[src/rtl/pwm_bank_pkg.sv]
package pwm_bank_pkg;

  localparam int ADR_CFG_A = 'h00;
  localparam int ADR_CFG_B = 'h04;
  localparam int ADR_CTRL  = 'h08;
  localparam int ADR_STAT  = 'h44;
  localparam int ADR_SPILL = 'h48;  // observation slot that would fall on status moves here

  localparam int OFS_START = 0;
  localparam int OFS_UPD   = 1;
  localparam int OFS_INV   = 2;
  localparam int OFS_AR    = 3;
  localparam int BIT_DZ0   = 4;

  typedef struct packed {
    logic start;
    logic upd;
    logic inv;
    logic ar;
  } chan_ctl_t;

  function automatic int fld_base(input int n);
    return (n == 0) ? 0 : 4 * (n + 1);
  endfunction

  function automatic logic [31:0] ctrl_mask(input int nch);
    logic [31:0] m;
    m = '0;
    for (int i = 0; i < nch; i++) begin
      for (int k = 0; k < 4; k++) m[fld_base(i) + k] = 1'b1;
    end
    m[BIT_DZ0] = 1'b1;
    return m;
  endfunction

  function automatic int cntb_addr(input int n);
    return 'h0C + 12 * n;
  endfunction

  function automatic int cmpb_addr(input int n);
    return 'h10 + 12 * n;
  endfunction

  function automatic int obs_addr(input int n);
    int a;
    a = 'h14 + 12 * n;
    return (a == ADR_STAT) ? ADR_SPILL : a;
  endfunction

endpackage

[src/rtl/pwm_chan.sv]
module pwm_chan
  import pwm_bank_pkg::*;
#(
  parameter int CNT_W = 16
) (
  input  logic             clk,
  input  logic             rst,
  input  logic             tick,
  input  chan_ctl_t        ctl,
  input  logic [CNT_W-1:0] cnt_buf,
  input  logic [CNT_W-1:0] cmp_buf,
  output logic [CNT_W-1:0] cnt_o,
  output logic             end_o,
  output logic             pwm_o
);

  logic [CNT_W-1:0] cnt_q, cmp_q;
  logic             halt_q, pwm_q;
  logic             active, run;

  assign active = ctl.start & ~halt_q;
  assign run    = active & ~ctl.upd;
  assign end_o  = run & tick & (cnt_q == '0);

  always_ff @(posedge clk) begin
    if (rst) begin
      cnt_q  <= '0;
      cmp_q  <= '0;
      halt_q <= 1'b0;
      pwm_q  <= 1'b0;
    end else begin
      if (ctl.upd) begin
        cnt_q  <= cnt_buf;
        cmp_q  <= cmp_buf;
        halt_q <= 1'b0;
      end else if (run && tick) begin
        if (cnt_q == '0) begin
          if (ctl.ar) begin
            cnt_q <= cnt_buf;
            cmp_q <= cmp_buf;
          end else begin
            halt_q <= 1'b1;
          end
        end else begin
          cnt_q <= cnt_q - CNT_W'(1);
        end
      end
      pwm_q <= (active & (cnt_q <= cmp_q)) ^ ctl.inv;
    end
  end

  assign cnt_o = cnt_q;
  assign pwm_o = pwm_q;

  assert_upd_load_R4: assert property (@(posedge clk) disable iff (rst)
    ctl.upd |=> (cnt_q == $past(cnt_buf)) && (cmp_q == $past(cmp_buf)));

  assert_dec_R5: assert property (@(posedge clk) disable iff (rst)
    (run && tick && cnt_q != '0) |=> cnt_q == $past(cnt_q) - CNT_W'(1));

  assert_hold_R5: assert property (@(posedge clk) disable iff (rst)
    (!ctl.upd && !(run && tick)) |=> $stable(cnt_q));

  assert_reload_R6: assert property (@(posedge clk) disable iff (rst)
    (end_o && ctl.ar) |=> cnt_q == $past(cnt_buf));

  assert_halt_R7: assert property (@(posedge clk) disable iff (rst)
    (halt_q && !ctl.upd) |=> $stable(cnt_q));

  assert_idle_R8: assert property (@(posedge clk) disable iff (rst)
    !active |=> pwm_q == $past(ctl.inv));

endmodule

[src/rtl/pwm_regs.sv]
module pwm_regs
  import pwm_bank_pkg::*;
#(
  parameter int NCH    = 5,
  parameter int CNT_W  = 16,
  parameter int ADDR_W = 8
) (
  input  logic                       clk,
  input  logic                       rst,
  input  logic [ADDR_W-1:0]          addr,
  input  logic                       we,
  input  logic [31:0]                wdata,
  input  logic [NCH-1:0]             end_i,
  input  logic [NCH-1:0][CNT_W-1:0]  cnt_i,
  output chan_ctl_t [NCH-1:0]        ctl_o,
  output logic [NCH-1:0][CNT_W-1:0]  cntb_o,
  output logic [NCH-1:0][CNT_W-1:0]  cmpb_o,
  output logic [31:0]                rdata
);

  localparam logic [31:0] CTRL_MASK = ctrl_mask(NCH);

  logic [31:0]               cfg_a_q, cfg_b_q, ctrl_q, rd_q, rd_d;
  logic [NCH-1:0]            stat_q, stat_clr;
  logic [NCH-1:0][CNT_W-1:0] cntb_q, cmpb_q;
  logic                      mapped;

  always_ff @(posedge clk) begin
    if (rst) begin
      cfg_a_q <= '0;
      cfg_b_q <= '0;
      ctrl_q  <= '0;
      cntb_q  <= '0;
      cmpb_q  <= '0;
    end else if (we) begin
      if (addr == ADDR_W'(ADR_CFG_A)) cfg_a_q <= wdata;
      if (addr == ADDR_W'(ADR_CFG_B)) cfg_b_q <= wdata;
      if (addr == ADDR_W'(ADR_CTRL))  ctrl_q  <= wdata & CTRL_MASK;
      for (int n = 0; n < NCH; n++) begin
        if (addr == ADDR_W'(cntb_addr(n))) cntb_q[n] <= wdata[CNT_W-1:0];
        if (addr == ADDR_W'(cmpb_addr(n))) cmpb_q[n] <= wdata[CNT_W-1:0];
      end
    end
  end

  assign stat_clr = (we && addr == ADDR_W'(ADR_STAT)) ? wdata[NCH-1:0] : '0;

  always_ff @(posedge clk) begin
    if (rst) stat_q <= '0;
    else     stat_q <= (stat_q & ~stat_clr) | end_i;
  end

  always_comb begin
    rd_d   = '0;
    mapped = 1'b0;
    if (addr == ADDR_W'(ADR_CFG_A)) begin rd_d = cfg_a_q; mapped = 1'b1; end
    if (addr == ADDR_W'(ADR_CFG_B)) begin rd_d = cfg_b_q; mapped = 1'b1; end
    if (addr == ADDR_W'(ADR_CTRL))  begin rd_d = ctrl_q;  mapped = 1'b1; end
    if (addr == ADDR_W'(ADR_STAT))  begin rd_d = 32'(stat_q); mapped = 1'b1; end
    for (int n = 0; n < NCH; n++) begin
      if (addr == ADDR_W'(cntb_addr(n))) begin rd_d = 32'(cntb_q[n]); mapped = 1'b1; end
      if (addr == ADDR_W'(cmpb_addr(n))) begin rd_d = 32'(cmpb_q[n]); mapped = 1'b1; end
      if (addr == ADDR_W'(obs_addr(n)))  begin rd_d = 32'(cnt_i[n]);  mapped = 1'b1; end
    end
  end

  always_ff @(posedge clk) begin
    if (rst) rd_q <= '0;
    else     rd_q <= rd_d;
  end

  for (genvar g = 0; g < NCH; g++) begin : g_ctl
    assign ctl_o[g].start = ctrl_q[fld_base(g) + OFS_START];
    assign ctl_o[g].upd   = ctrl_q[fld_base(g) + OFS_UPD];
    assign ctl_o[g].inv   = ctrl_q[fld_base(g) + OFS_INV];
    assign ctl_o[g].ar    = ctrl_q[fld_base(g) + OFS_AR];
  end

  assign cntb_o = cntb_q;
  assign cmpb_o = cmpb_q;
  assign rdata  = rd_q;

  assert_unmapped_zero_R11: assert property (@(posedge clk) disable iff (rst)
    !mapped |=> rd_q == '0);

  assert_stat_set_R10: assert property (@(posedge clk) disable iff (rst)
    (|end_i) |=> (stat_q & $past(end_i)) == $past(end_i));

  assert_stat_sticky_R10: assert property (@(posedge clk) disable iff (rst)
    !(we && addr == ADDR_W'(ADR_STAT)) |=> (stat_q & $past(stat_q)) == $past(stat_q));

endmodule

[src/rtl/pwm_bank.sv]
module pwm_bank
  import pwm_bank_pkg::*;
#(
  parameter int NCH    = 5,
  parameter int CNT_W  = 16,
  parameter int ADDR_W = 8
) (
  input  logic              clk,
  input  logic              rst,
  input  logic              tick,
  input  logic [ADDR_W-1:0] addr,
  input  logic              we,
  input  logic [31:0]       wdata,
  output logic [31:0]       rdata,
  output logic [NCH-1:0]    pwm_o
);

  chan_ctl_t [NCH-1:0]       ctl;
  logic [NCH-1:0][CNT_W-1:0] cntb, cmpb, cnt;
  logic [NCH-1:0]            ends;

  pwm_regs #(.NCH(NCH), .CNT_W(CNT_W), .ADDR_W(ADDR_W)) u_regs (
    .clk    (clk),
    .rst    (rst),
    .addr   (addr),
    .we     (we),
    .wdata  (wdata),
    .end_i  (ends),
    .cnt_i  (cnt),
    .ctl_o  (ctl),
    .cntb_o (cntb),
    .cmpb_o (cmpb),
    .rdata  (rdata)
  );

  for (genvar g = 0; g < NCH; g++) begin : g_chan
    pwm_chan #(.CNT_W(CNT_W)) u_chan (
      .clk     (clk),
      .rst     (rst),
      .tick    (tick),
      .ctl     (ctl[g]),
      .cnt_buf (cntb[g]),
      .cmp_buf (cmpb[g]),
      .cnt_o   (cnt[g]),
      .end_o   (ends[g]),
      .pwm_o   (pwm_o[g])
    );
  end

endmodule

[config.mk]
export PLATFORM = sky130hd
export DESIGN_NAME = pwm_bank
export DESIGN_NICKNAME = d
export VERILOG_FILES = /design/src/rtl/pwm_bank_pkg.sv /design/src/rtl/pwm_chan.sv /design/src/rtl/pwm_regs.sv /design/src/rtl/pwm_bank.sv
export SDC_FILE = /design/constraint.sdc
export NUM_CORES = 1
export LEC_CHECK = 0
export ABC_CLOCK_PERIOD_IN_PS = 3680
export BUFFER_PORTS_ARGS = -buffer_cell sky130_fd_sc_hd__buf_4
export CELL_PAD_IN_SITES_DETAIL_PLACEMENT = 0
export CELL_PAD_IN_SITES_GLOBAL_PLACEMENT = 1
export CORE_ASPECT_RATIO = 1.5
export CORE_MARGIN = 2
export CORE_UTILIZATION = 35
export CTS_BUF_LIST = sky130_fd_sc_hd__clkbuf_8
export DETAILED_ROUTE_END_ITERATION = 7
export GPL_TIMING_DRIVEN = 0
export PLACE_DENSITY_LB_ADDON = 0.1
export SETUP_SLACK_MARGIN = 0.02
export SYNTH_ARGS = -nofsm -noshare
export SYNTH_HDL_FRONTEND = slang
export SYNTH_HIERARCHICAL = 1
export SYNTH_SLANG_ARGS = --single-unit
[constraint.sdc]
create_clock -name clk -period 3.68 [get_ports clk]
set_clock_uncertainty 0.15 [all_clocks]
set_input_delay 0.184 -clock clk [delete_from_list [all_inputs] [get_ports clk]]
set_output_delay 0.184 -clock clk [all_outputs]
set_load 0.1 [all_outputs]
### Yosys cells after proc, flatten, opt, wreduce, memory -nomap -nowiden

Index checks and enable logic that the tools add are counted.

| word-level totals | value |
|---|---|
| bits in registers | 452 |
| input bits | 44 |
| output and inout port bits | 37 |
| logic and storage cells | 238 |

| operators by class | value |
|---|---|
| add/sub/neg operators | 5 |
| magnitude comparators | 5 |
| eq/ne operators | 23 |
| muxes and demuxes | 60 |
| bitwise gates (word level) | 48 |
| reduce and logical (&&, ||, !) cells | 61 |

Operator list:

| operator | number |
|---|---|
| $mux 16 | 56 |
| $mux 32 | 3 |
| $le 16x16->1 | 5 |
| $logic_not 16->1 | 5 |
| $sub 16x1->16 const B | 5 |
| $eq 8x6->1 const B | 8 |
| $reduce_and 2->1 | 18 |
| $eq 8x5->1 const B | 4 |
| $reduce_and 3->1 | 10 |
| $reduce_bool 2->1 | 15 |
| $and 1x1->1 | 25 |
| $eq 8x7->1 const B | 3 |
| $reduce_or 17->1 | 1 |
| $eq 8x4->1 const B | 2 |
| $ne 3x3->1 const B | 5 |
| $not 1->1 | 15 |
| $reduce_or 2->1 | 5 |
| $eq 8x3->1 const B | 1 |
| $logic_not 8->1 | 1 |
| $logic_and 1x1->1 | 6 |
| $and 5x5->5 | 1 |
| $mux 5 | 1 |
| $not 5->5 | 1 |
| $or 5x5->5 | 1 |
| $xor 1x1->1 | 5 |

### Longest topological paths before layout

Gate-level depths: netlist of run 1.

| logic depth | value |
|---|---|
| depth in word-level cells | 20 |
| depth in mapped cells | 11 |
| depth with buffers taken out | 7 |

### By module

The synthesis of run 1 kept the hierarchy.

By module, submodules not included:

| module | times used | cells each | area each (µm²) | seq. area each (µm²) |
|---|---|---|---|---|
| pwm_regs | 1 | 1,747 | 13,041.3 | 5,645.4 |
| pwm_chan at g_chan[1].u_chan ... | 3 | 283 | 2,303.5 | 680.7 |
| pwm_chan at g_chan[0].u_chan | 1 | 286 | 2,208.4 | 680.7 |
| pwm_chan at g_chan[4].u_chan | 1 | 263 | 2,197.1 | 680.7 |

### Worst setup path before layout of run 1

Ideal clock, no wire load.

| timing | value |
|---|---|
| path kind | reg2reg |
| from | reg g_chan[2].u_chan.cnt_q[0] |
| to | reg g_chan[2].u_chan.cnt_q[14] |
| arrival time | 2.243 ns |
| data required time | 3.396 ns |
| setup slack | 1.152 ns |
| cell stages (with the launch flop) | 9 |
| path buffers | 1 |
| clock period less this slack | 2.528 ns |
| cell sequence | dfxtp_1 -> inv_1 -> ha_1 -> or3b_2 -> buf_2 -> or4_4 -> or4_1 -> a21oi_1 -> o32ai_1 |

| between the ends | value |
|---|---|
| word-level cells in the longest chain between the ends | 4 |
| elaborated cells between the ends (all ways) | 7 |
| those cells by class | 1 x add/sub; 1 x eq/ne; 3 x mux; 2 x reduce/logical |

RTL lines:

| what | RTL line | text |
|---|---|---|
| start: declaration | pwm_chan.sv:17 | `logic [CNT_W-1:0] cnt_q, cmp_q;` |
| start signal: assignment | pwm_chan.sv:33 | `cnt_q <= cnt_buf;` |
| start signal: assignment | pwm_chan.sv:39 | `cnt_q <= cnt_buf;` |
| start signal: assignment | pwm_chan.sv:45 | `cnt_q <= cnt_q - CNT_W'(1);` |
| $sub 16x1->16 / $logic_not 16->1 (equally long branches) | pwm_chan.sv:45, pwm_chan.sv:37 |  |
| $mux 16 | pwm_chan.sv:37 | `if (cnt_q == '0) begin` |
| $mux 16 | pwm_chan.sv:36 | `end else if (run && tick) begin` |
| $mux 16 | pwm_chan.sv:32 | `if (ctl.upd) begin` |

Parallel ways exist; a longest one is shown, timed or not. The select of a mux whose other input is x is not followed.
A chain may end at the register's enable or synchronous reset.

### Final worst setup path of run 1

| timing | value |
|---|---|
| from | in addr[2] |
| to | reg u_regs.rd_q[0], in the netlist u_regs/rdata[0] |

| between the ends | value |
|---|---|
| word-level cells in the longest chain between the ends | 20 |
| elaborated cells between the ends (all ways) | 38 |
| those cells by class | 18 x eq/ne; 19 x mux; 1 x reduce/logical |

RTL lines:

| what | RTL line | text |
|---|---|---|
| start: declaration | pwm_bank.sv:11 | `input logic [ADDR_W-1:0] addr,` |
| $logic_not 8->1 | pwm_regs.sv:56 | `if (addr == ADDR_W'(ADR_CFG_A)) begin rd_d = cfg_a_q; mapped = 1'b1; end` |
| $mux 32 | pwm_regs.sv:56 |  |
| $mux 32 | pwm_regs.sv:57 | `if (addr == ADDR_W'(ADR_CFG_B)) begin rd_d = cfg_b_q; mapped = 1'b1; end` |
| $mux 32 | pwm_regs.sv:58 | `if (addr == ADDR_W'(ADR_CTRL)) begin rd_d = ctrl_q; mapped = 1'b1; end` |
| $mux 16 | pwm_regs.sv:59 | `if (addr == ADDR_W'(ADR_STAT)) begin rd_d = 32'(stat_q); mapped = 1'b1; end` |
| $mux 16 | pwm_regs.sv:61 | `if (addr == ADDR_W'(cntb_addr(n))) begin rd_d = 32'(cntb_q[n]); mapped = 1'b1; end` |
| $mux 16 | pwm_regs.sv:62 | `if (addr == ADDR_W'(cmpb_addr(n))) begin rd_d = 32'(cmpb_q[n]); mapped = 1'b1; end` |
| $mux 16 | pwm_regs.sv:63 | `if (addr == ADDR_W'(obs_addr(n))) begin rd_d = 32'(cnt_i[n]); mapped = 1'b1; end` |
| (+4 left out) | - |  |
| $mux 16 | pwm_regs.sv:62 |  |
| $mux 16 | pwm_regs.sv:63 |  |
| $mux 16 | pwm_regs.sv:61 |  |
| $mux 16 | pwm_regs.sv:62 |  |
| $mux 16 | pwm_regs.sv:63 |  |
| $mux 16 | pwm_regs.sv:61 |  |
| $mux 16 | pwm_regs.sv:62 |  |
| $mux 16 (*) | pwm_regs.sv:63 |  |
| end signal: assignment | pwm_regs.sv:69 | `else rd_q <= rd_d;` |
| end: declaration | pwm_regs.sv:23 | `logic [31:0] cfg_a_q, cfg_b_q, ctrl_q, rd_q, rd_d;` |

Mark *: on every way between the ends. The rest lies on a longest branch, timed or not.

==> run metrics, run 1 <==
outcome finished, violations left; failing checks design-rule violations; TritonCTS Buffers 78; Total GRT Usage 0.3434; post-CTS sizing 0; worst slack, placed -0.1232 ns; Synth Flop Type dfxtp_1; Post-CTS Setup Repair Bufs 0; largest net degree at the start of global routing 11; dominant cell type by area after synthesis dfxtp_1; 1st-iter DRT viols 2430; Register-to-Register Path Depth 8; Detail Route Antenna Nets 0; Min Clock Period, post-route roughly 3.2 ns; Hold Violations, Final 0; Yosys cell types 94; GPL Wtd Cong 1.034; flop-to-flop setup slack approximately 0.54 ns; CP Data Arrival Time 3.69 ns; initial antenna violation count 3; Setup violations, final 0; max_slew headroom 0.05070; clk_lat worst skew between 0.7 and 0.8 ns; Net Count, Synth 3279; Synth async-reset ratio 0; vias per cell 5.913; Post-Synthesis Cells 3145; # fillers 7195; CP Data Required Time 4.16 ns; clock sink count 452; grt total ovfl 0; CP Capture Point u_regs/rdata[0]; Mapped Area 24360 µm²; top cell type's share of synthesized area 0.3715; Post-layout nets 3474; HPWL Detailed 95070 µm; Startpoint Class primary input; Design Power 10970 µW; Max Cap Viol 0; reg2reg end g_chan[0].u_chan/cnt_o[13]; Clock Tree Buf Depth 3; Final Worst Setup Slack 0.4719 ns; period utilization 0.8718; top cells by area, synth dfxtp_1 37%, nand2_1 9.5%, a21oi_1 9.2%; routed wire length 124800 µm; Via Count 25450; sequential area share after synthesis 0.3715; first drt pass iteration count 8; area of the multi-input gates 13530 µm²; CTS tree done; EDFF count, synth 0; critical path class primary input to register; Synth Register Bits around 450; die width between 200 and 250 µm; H-tree levels 3; wire per inst 28.99 µm; Final Max Slew Viols 0; reg2reg start g_chan[0].u_chan/cnt_o[0]; Worst Hold Class primary input to register; global-route wire length before repair 176800 µm; die height about 330 µm; Final Core Density 0.4102; Remaining DRCs 2; Power Density 387.7 nW/µm²; Starting Density 0.3533; PortBufs 80; leakage roughly 0.0096 µW; IO Count 81; share of layout cells above drive strength 1 0.1217; Placement Rows 118; area delta synth->final 16.12%; die area 71760 µm²; CTS clk-pin slew, worst paths approximately 0.06 ns; Reg area between 9000 and 10000 µm²; worst IR drop on VDD slightly below 0.3 mV; Avg Cell Area, Syn 7.745 µm²; Worst setup startpoint addr[2]; core area 68950 µm²; Clock Tree Root clkbuf_8; critical-path maximum fanout 10; vias in the first global route 24680; CP Capture Type register; CTS Hold Bufs 34; worst slew pin tran 1.424 ns; Syn. warnings 6; Max Clk Rate 311.7 MHz; RSZ-0062 raised after global routing false
[Yosys cell counts (7+ instances only)]
master	number
a311oi_1	7
o21ai_0	156
nand3b_1	9
a211oi_1	19
o221ai_1	7
a22oi_1	44
o32ai_1	33
buf_2	51
a2bb2oi_1	7
a221o_1	7
or3_1	21
o211ai_1	23
inv_1	144
a31oi_1	17
nand3_1	93
clkbuf_1	144
a21oi_1	449
nor3_1	71
ha_1	90
nor2_1	155
nand4_1	26
or4_4	7
or4b_2	9
nor4_1	22
mux2i_1	76
and3_1	16
buf_4	44
dfxtp_1	452
nand2_1	615
a221oi_1	9
a21o_1	11
o22ai_1	30
nor2b_1	39
o2bb2ai_1	25
or4_1	9
mux2_2	7
a221oi_2	15
nand2b_1	32
[worst min-delay path by stage]
stage | from | endpoint | slack (ns) | depth (start not counted)
detailed placement | g_chan[0].u_chan/cmp_q[8] | g_chan[0].u_chan/cmp_q[8] | 0.29 | 2
global placement | u_regs/cfg_b_q[23] | u_regs/cfg_b_q[23] | 0.29 | 2
global route | tick | g_chan[4].u_chan/halt_q | 0.05 | 4
CTS | tick | g_chan[0].u_chan/halt_q | 0.005 | 4
finish | tick | g_chan[0].u_chan/halt_q | 0.04 | 4
floorplan | wdata[16] | u_regs/cfg_a_q[16] | 0.17 | 2
[critical path, cell delays in order]
cell     delay (ns)
buf_4          0.12
buf_4          0.18
buf_2          0.32
buf_2          0.41
buf_2          0.47
buf_2          0.43
a31oi_1        0.13
o21ai_0        0.82
a31oi_1        0.36
nor3_1         0.24
[flip-flops by register name (all words and copies together) (netlist names)]
register and count:
u_regs/cmpb_o 80, u_regs/cfg_a_q 32, g_chan.u_chan/cmp_q 80, g_chan.u_chan/cnt_o 80, u_regs/rdata 32, u_regs/ctrl_q 21, g_chan.u_chan/halt_q 5, u_regs/cntb_o 80
u_regs/stat_q 5, u_regs/cfg_b_q 32, g_chan.u_chan/pwm_o 5
[placed cells by master (no fill, tap or decap), types with 19 or more instances in the layout]
cell type        n
a211oi_1        19
a21oi_1        449
a22oi_1         44
buf_2           51
buf_4          124
clkbuf_1       144
clkbuf_8       102
dfxtp_1        452
dlygate4sd3_1   34
ha_1            90
inv_1          158
mux2i_1         76
nand2_1        615
nand2b_1        32
nand3_1         93
nand4_1         26
nor2_1         155
nor2b_1         39
nor3_1          71
nor4_1          22
o211ai_1        23
o21ai_0        156
o22ai_1         30
o2bb2ai_1       25
o32ai_1         33
or3_1           21
[cell type report]
class / instances / share of cell area
Timing Repair Buffer: 115 / 0.03366
Multi-Input combinational cell: 2294 / 0.4783
Clock buffer: 102 / 0.04963
Clock inverter: 40 / 0.01504
Tap cell: 900 / 0.03981
Antenna cell: 2 / 0.0001769
Buffer: 255 / 0.04437
Sequential cell: 452 / 0.3199
Inverter: 144 / 0.01911
[per-stage QoR]
stage / instances / setup TNS, ns / instance area [µm²] / hold WS [ns]
6_report: 4304 / 0 / 28280 / 0.03701
5_1_grt: 4303 / 0 / 28280 / 0.05201
4_1_cts: 4302 / 0 / 28280 / 0.005115
3_5_place_dp: 4126 / -0.2853 / 26110 / 0.2948
3_3_place_gp: 4125 / -4.734 / 26080 / 0.2916
2_1_floorplan: 3145 / 0 / 24360 / 0.1700
[report_power, final]
| part | total (µW) | switching (µW) | internal, µW |
|---|---|---|---|
| Clock | 5420 | 2300 | 3120 |
| Sequential | 4900 | 5.56 | 4900 |
| Combinational | 638 | 488 | 150 |
| Total | 11000 | 2790 | 8170 |
[cell families after synthesis]
kind of cell	count (synthesis)	share of synthesized area
AND/OR/NAND/NOR	1187	0.2317
AO/OA/AOI/OAI	931	0.2396
flip-flops	452	0.3715
buffers and inverters	399	0.07371
adder cells (fa/ha/maj)	90	0.04623
multiplexers	86	0.03724
[metal layers]
metal | track usage | part of all wire | vias up | wire (µm)
met4 | 0.2488 | 0.081 | 4 | 10060
met5 | 0 | 0.00021 | - | 26
li1 | - | - | 11570 | -
met2 | 0.5820 | 0.48 | 1125 | 59980
met3 | 0.05822 | 0.065 | 322 | 8137
met1 | 0.3862 | 0.37 | 12430 | 46550
(Power assumes the default switching activity.)
==> run 2: changes to the inputs <==
--- a/config.mk
+++ b/config.mk
@@ -10,8 +10,7 @@
 export CELL_PAD_IN_SITES_DETAIL_PLACEMENT = 0
 export CELL_PAD_IN_SITES_GLOBAL_PLACEMENT = 1
 export CORE_ASPECT_RATIO = 1.5
-export CORE_MARGIN = 2
-export CORE_UTILIZATION = 35
+export CORE_UTILIZATION = 40
 export CTS_BUF_LIST = sky130_fd_sc_hd__clkbuf_8
 export DETAILED_ROUTE_END_ITERATION = 7
 export GPL_TIMING_DRIVEN = 0
==> run 2 against run 1 <==
  * The flow finishes with violations (max-capacitance violations, max-slew violations)
  * Die area shrank 14%
  * Critical path depth unchanged
  * Final cell count decreased by 2.7%
  * Register-to-register slack better by 0.16 ns
  * Power shrank 2.3%
  * Cell area is 0.94% lower
  * Setup slack got worse by 0.45 ns
  * Via count up 1.8%
  * Largest cell class unchanged
  * Highest routed layer unchanged
==> run metrics, run 2 (synthesized netlist as in run 1, its figures left out) <==
outcome finished, violations left (unchanged); failing checks max-capacitance violations, max-slew violations (was design-rule violations); post-CTS sizing 0 (unchanged); Clock Power Share 0.481 (was 0.495); Reg power frac 0.458 (was 0.447); worst slack, placed -0.2775 ns (was -0.1232 ns); Placement Rows 110 (was 118); HPWL Detailed 94150 µm (was 95070 µm); Via Count 25910 (was 25450); share of layout cells above drive strength 1 0.1179 (was 0.1217); Power Density 382.4 nW/µm² (was 387.7 nW/µm²); vias in the first global route 24460 (was 24680); biggest cell delay along the critical path 0.64 ns (was 0.82 ns); Total GRT Usage 0.3970 (was 0.3434); CP Data Arrival Time 4.05 ns (was 3.69 ns); Clock Tree Root clkbuf_8 (unchanged); RSZ-0062 raised after global routing false (unchanged); commonest non-fill, non-tap cells in the layout 615 x nand2_1, 452 x dfxtp_1, 449 x a21oi_1, 168 x inv_1, 156 x o21ai_0 (was 615 x nand2_1, 452 x dfxtp_1, 449 x a21oi_1, 158 x inv_1, 156 x o21ai_0); global-route wire length before repair 175600 µm (was 176800 µm); CP dominant cell by count buf_2 (unchanged); Starting Density 0.4050 (was 0.3533); CP Capture Type register (unchanged); WHS 0.07772 ns (was 0.03701 ns); Clock Tree Buf Depth 3 (unchanged); Setup violations, final 0 (unchanged); IO Count 81 (unchanged); critical-path cell list dlygate4sd3_1 > buf_4 > buf_2 > nor4b_1 > buf_2 > nand2_1 > nor2_1 > nor4_1 > a211oi_1 > o21ai_0 (was buf_4 > buf_4 > buf_2 > buf_2 > buf_2 > buf_2 > a31oi_1 > o21ai_0 > a31oi_1 > nor3_1); die height 304.2 µm (was 327.1 µm); leakage 0.009626 µW (was 0.009633 µW); area delta synth->final 15.04% (was 16.12%); clk_lat worst skew 0.73 ns (was 0.72 ns); vias per cell 6.188 (was 5.913); initial antenna violation count 7 (was 3); critical-path maximum fanout 10 (unchanged); Switching Share 0.2624 (was 0.2547); die area 61900 µm² (was 71760 µm²); wire per inst 29.95 µm (was 28.99 µm); grt total ovfl 0 (unchanged); P_sw 2811 µW (was 2793 µW); # fillers 6098 (was 7195); die width 203.5 µm (was 219.4 µm); Final Core Density 0.4659 (was 0.4102); Final Worst Setup Slack 0.02431 ns (was 0.4719 ns); worst IR drop on VDD 0.2774 mV (was 0.2912 mV); clock sink count 452 (unchanged); core area 60150 µm² (was 68950 µm²); Post-layout nets 3474 (unchanged); H-tree levels 3 (unchanged); worst slew pin tran 1.523 ns (was 1.424 ns); CTS clk-pin slew, worst paths 0.06 ns (about the same); first drt pass iteration count 8 (unchanged); Hold Violations, Final 0 (unchanged); Remaining DRCs 0 (was 2); Comb pwr share 0.061 (was 0.058); Design Power 10710 µW (was 10970 µW); Max Cap Viol 2 (was 0); period utilization 0.9934 (was 0.8718); WHS Path Cells 5 (was 4); 1st-iter DRT viols 2945 (was 2430); largest net degree at the start of global routing 12 (was 11); reg2reg start g_chan[0].u_chan/cnt_o[0] (unchanged); Worst Hold Class primary input to register (unchanged); Slowest-stage cell, CP a211oi_1 (was o21ai_0); Min Clock Period, post-route 3.656 ns (was 3.208 ns); PortBufs 80 (unchanged); Register-to-Register Path Depth 8 (unchanged); Final Max Slew Viols 22 (was 0); CP Data Required Time 4.07 ns (was 4.16 ns); routed wire length 125400 µm (was 124800 µm); Int Pwr 7903 µW (was 8172 µW); flop-to-flop setup slack 0.70 ns (was 0.54 ns); commonest non-fill, non-tap cell in the layout nand2_1 (unchanged); CTS tree done (unchanged); hold worst-path end u_regs/cntb_o[34] (was g_chan[0].u_chan/halt_q); Startpoint Class primary input (unchanged); critical path class primary input to register (unchanged); reg2reg end g_chan[0].u_chan/cnt_o[11] (was g_chan[0].u_chan/cnt_o[13]); TritonCTS Buffers 78 (unchanged); Max Clk Rate 273.5 MHz (was 311.7 MHz); Detail Route Antenna Nets 0 (unchanged); max_slew headroom -0.01501 (was 0.05070); worst hold start addr[7] (was tick); GPL Wtd Cong 1.011 (was 1.034)
[run 2: cell count changes in the layout (fill, tap and decap cells not counted), moves of 3 or more]
cell / change
inv_1: +10
inv_6: +4
bufinv_16: -3
clkbuf_8: -3
clkinv_2: -4
clkinvlp_4: -6
[run 2: repair_timing]
item / 4_1_cts / 5_1_grt
setup buffers: 0 / 0
endpoints found under the hold margin: 92 / 0
hold buffers: 35 / 0
[run 2: area by class of cell]
| class | instances | area [µm²] | area share |
|---|---|---|---|
| Inverter | 144 | 540.5 | 0.01929 |
| Clock buffer | 99 | 1363 | 0.04863 |
| Sequential cell | 452 | 9049 | 0.3229 |
| Multi-Input combinational cell | 2294 | 13520 | 0.4826 |
| Antenna cell | 2 | 5.005 | 0.0001786 |
| Tap cell | 784 | 980.9 | 0.03501 |
| Timing Repair Buffer | 115 | 950.9 | 0.03394 |
| Buffer | 255 | 1255 | 0.04479 |
| Clock inverter | 42 | 354.1 | 0.01264 |
[run 2: metal layers]
metal / track usage / wire length [µm] / up-vias
li1: - / - / 11570
met1: 0.4488 / 46010 / 12450
met2: 0.6252 / 56610 / 1446
met3: 0.07903 / 9642 / 444
met4: 0.3654 / 13100 / 4
met5: 0 / 23 / -
[run 2: worst max-delay path by stage]
stage	start	to	slack [ns]
after CTS	addr[5]	u_regs/rdata[10]	0.34
after global routing	addr[5]	u_regs/rdata[9]	0.06
final	addr[5]	u_regs/rdata[9]	0.02
after global placement	addr[3]	u_regs/rdata[2]	-0.33
after floorplan	g_chan[2].u_chan/cnt_o[0]	g_chan[2].u_chan/cnt_o[14]	1.15
after detailed placement	addr[3]	u_regs/rdata[2]	-0.28
[run 2: stage by stage]
step	TNS, ns	instance area (µm²)	instances
after floorplan	0	24360	3145
after global placement	-0.9922	25940	4009
after detailed placement	-0.7585	25950	4009
after CTS	0	28010	4185
after global routing	0	28020	4186
final	0	28020	4187
[run 2: worst max-delay path, delay by kind of cell]
family / cells / cell delay, ns
AND/OR/NAND/NOR: 4 / 1.62
buffers and inverters: 4 / 1.29
AO/OA/AOI/OAI: 2 / 0.91
[run 2: power groups by stage]
stage	clock network, µW	logic [µW]	registers (µW)
3_5_place_dp	0	596	5010
5_1_grt	5430	654	4900
3_3_place_gp	0	597	5010
6_report	5150	657	4900
4_1_cts	5220	628	4900
2_1_floorplan	0	253	5020
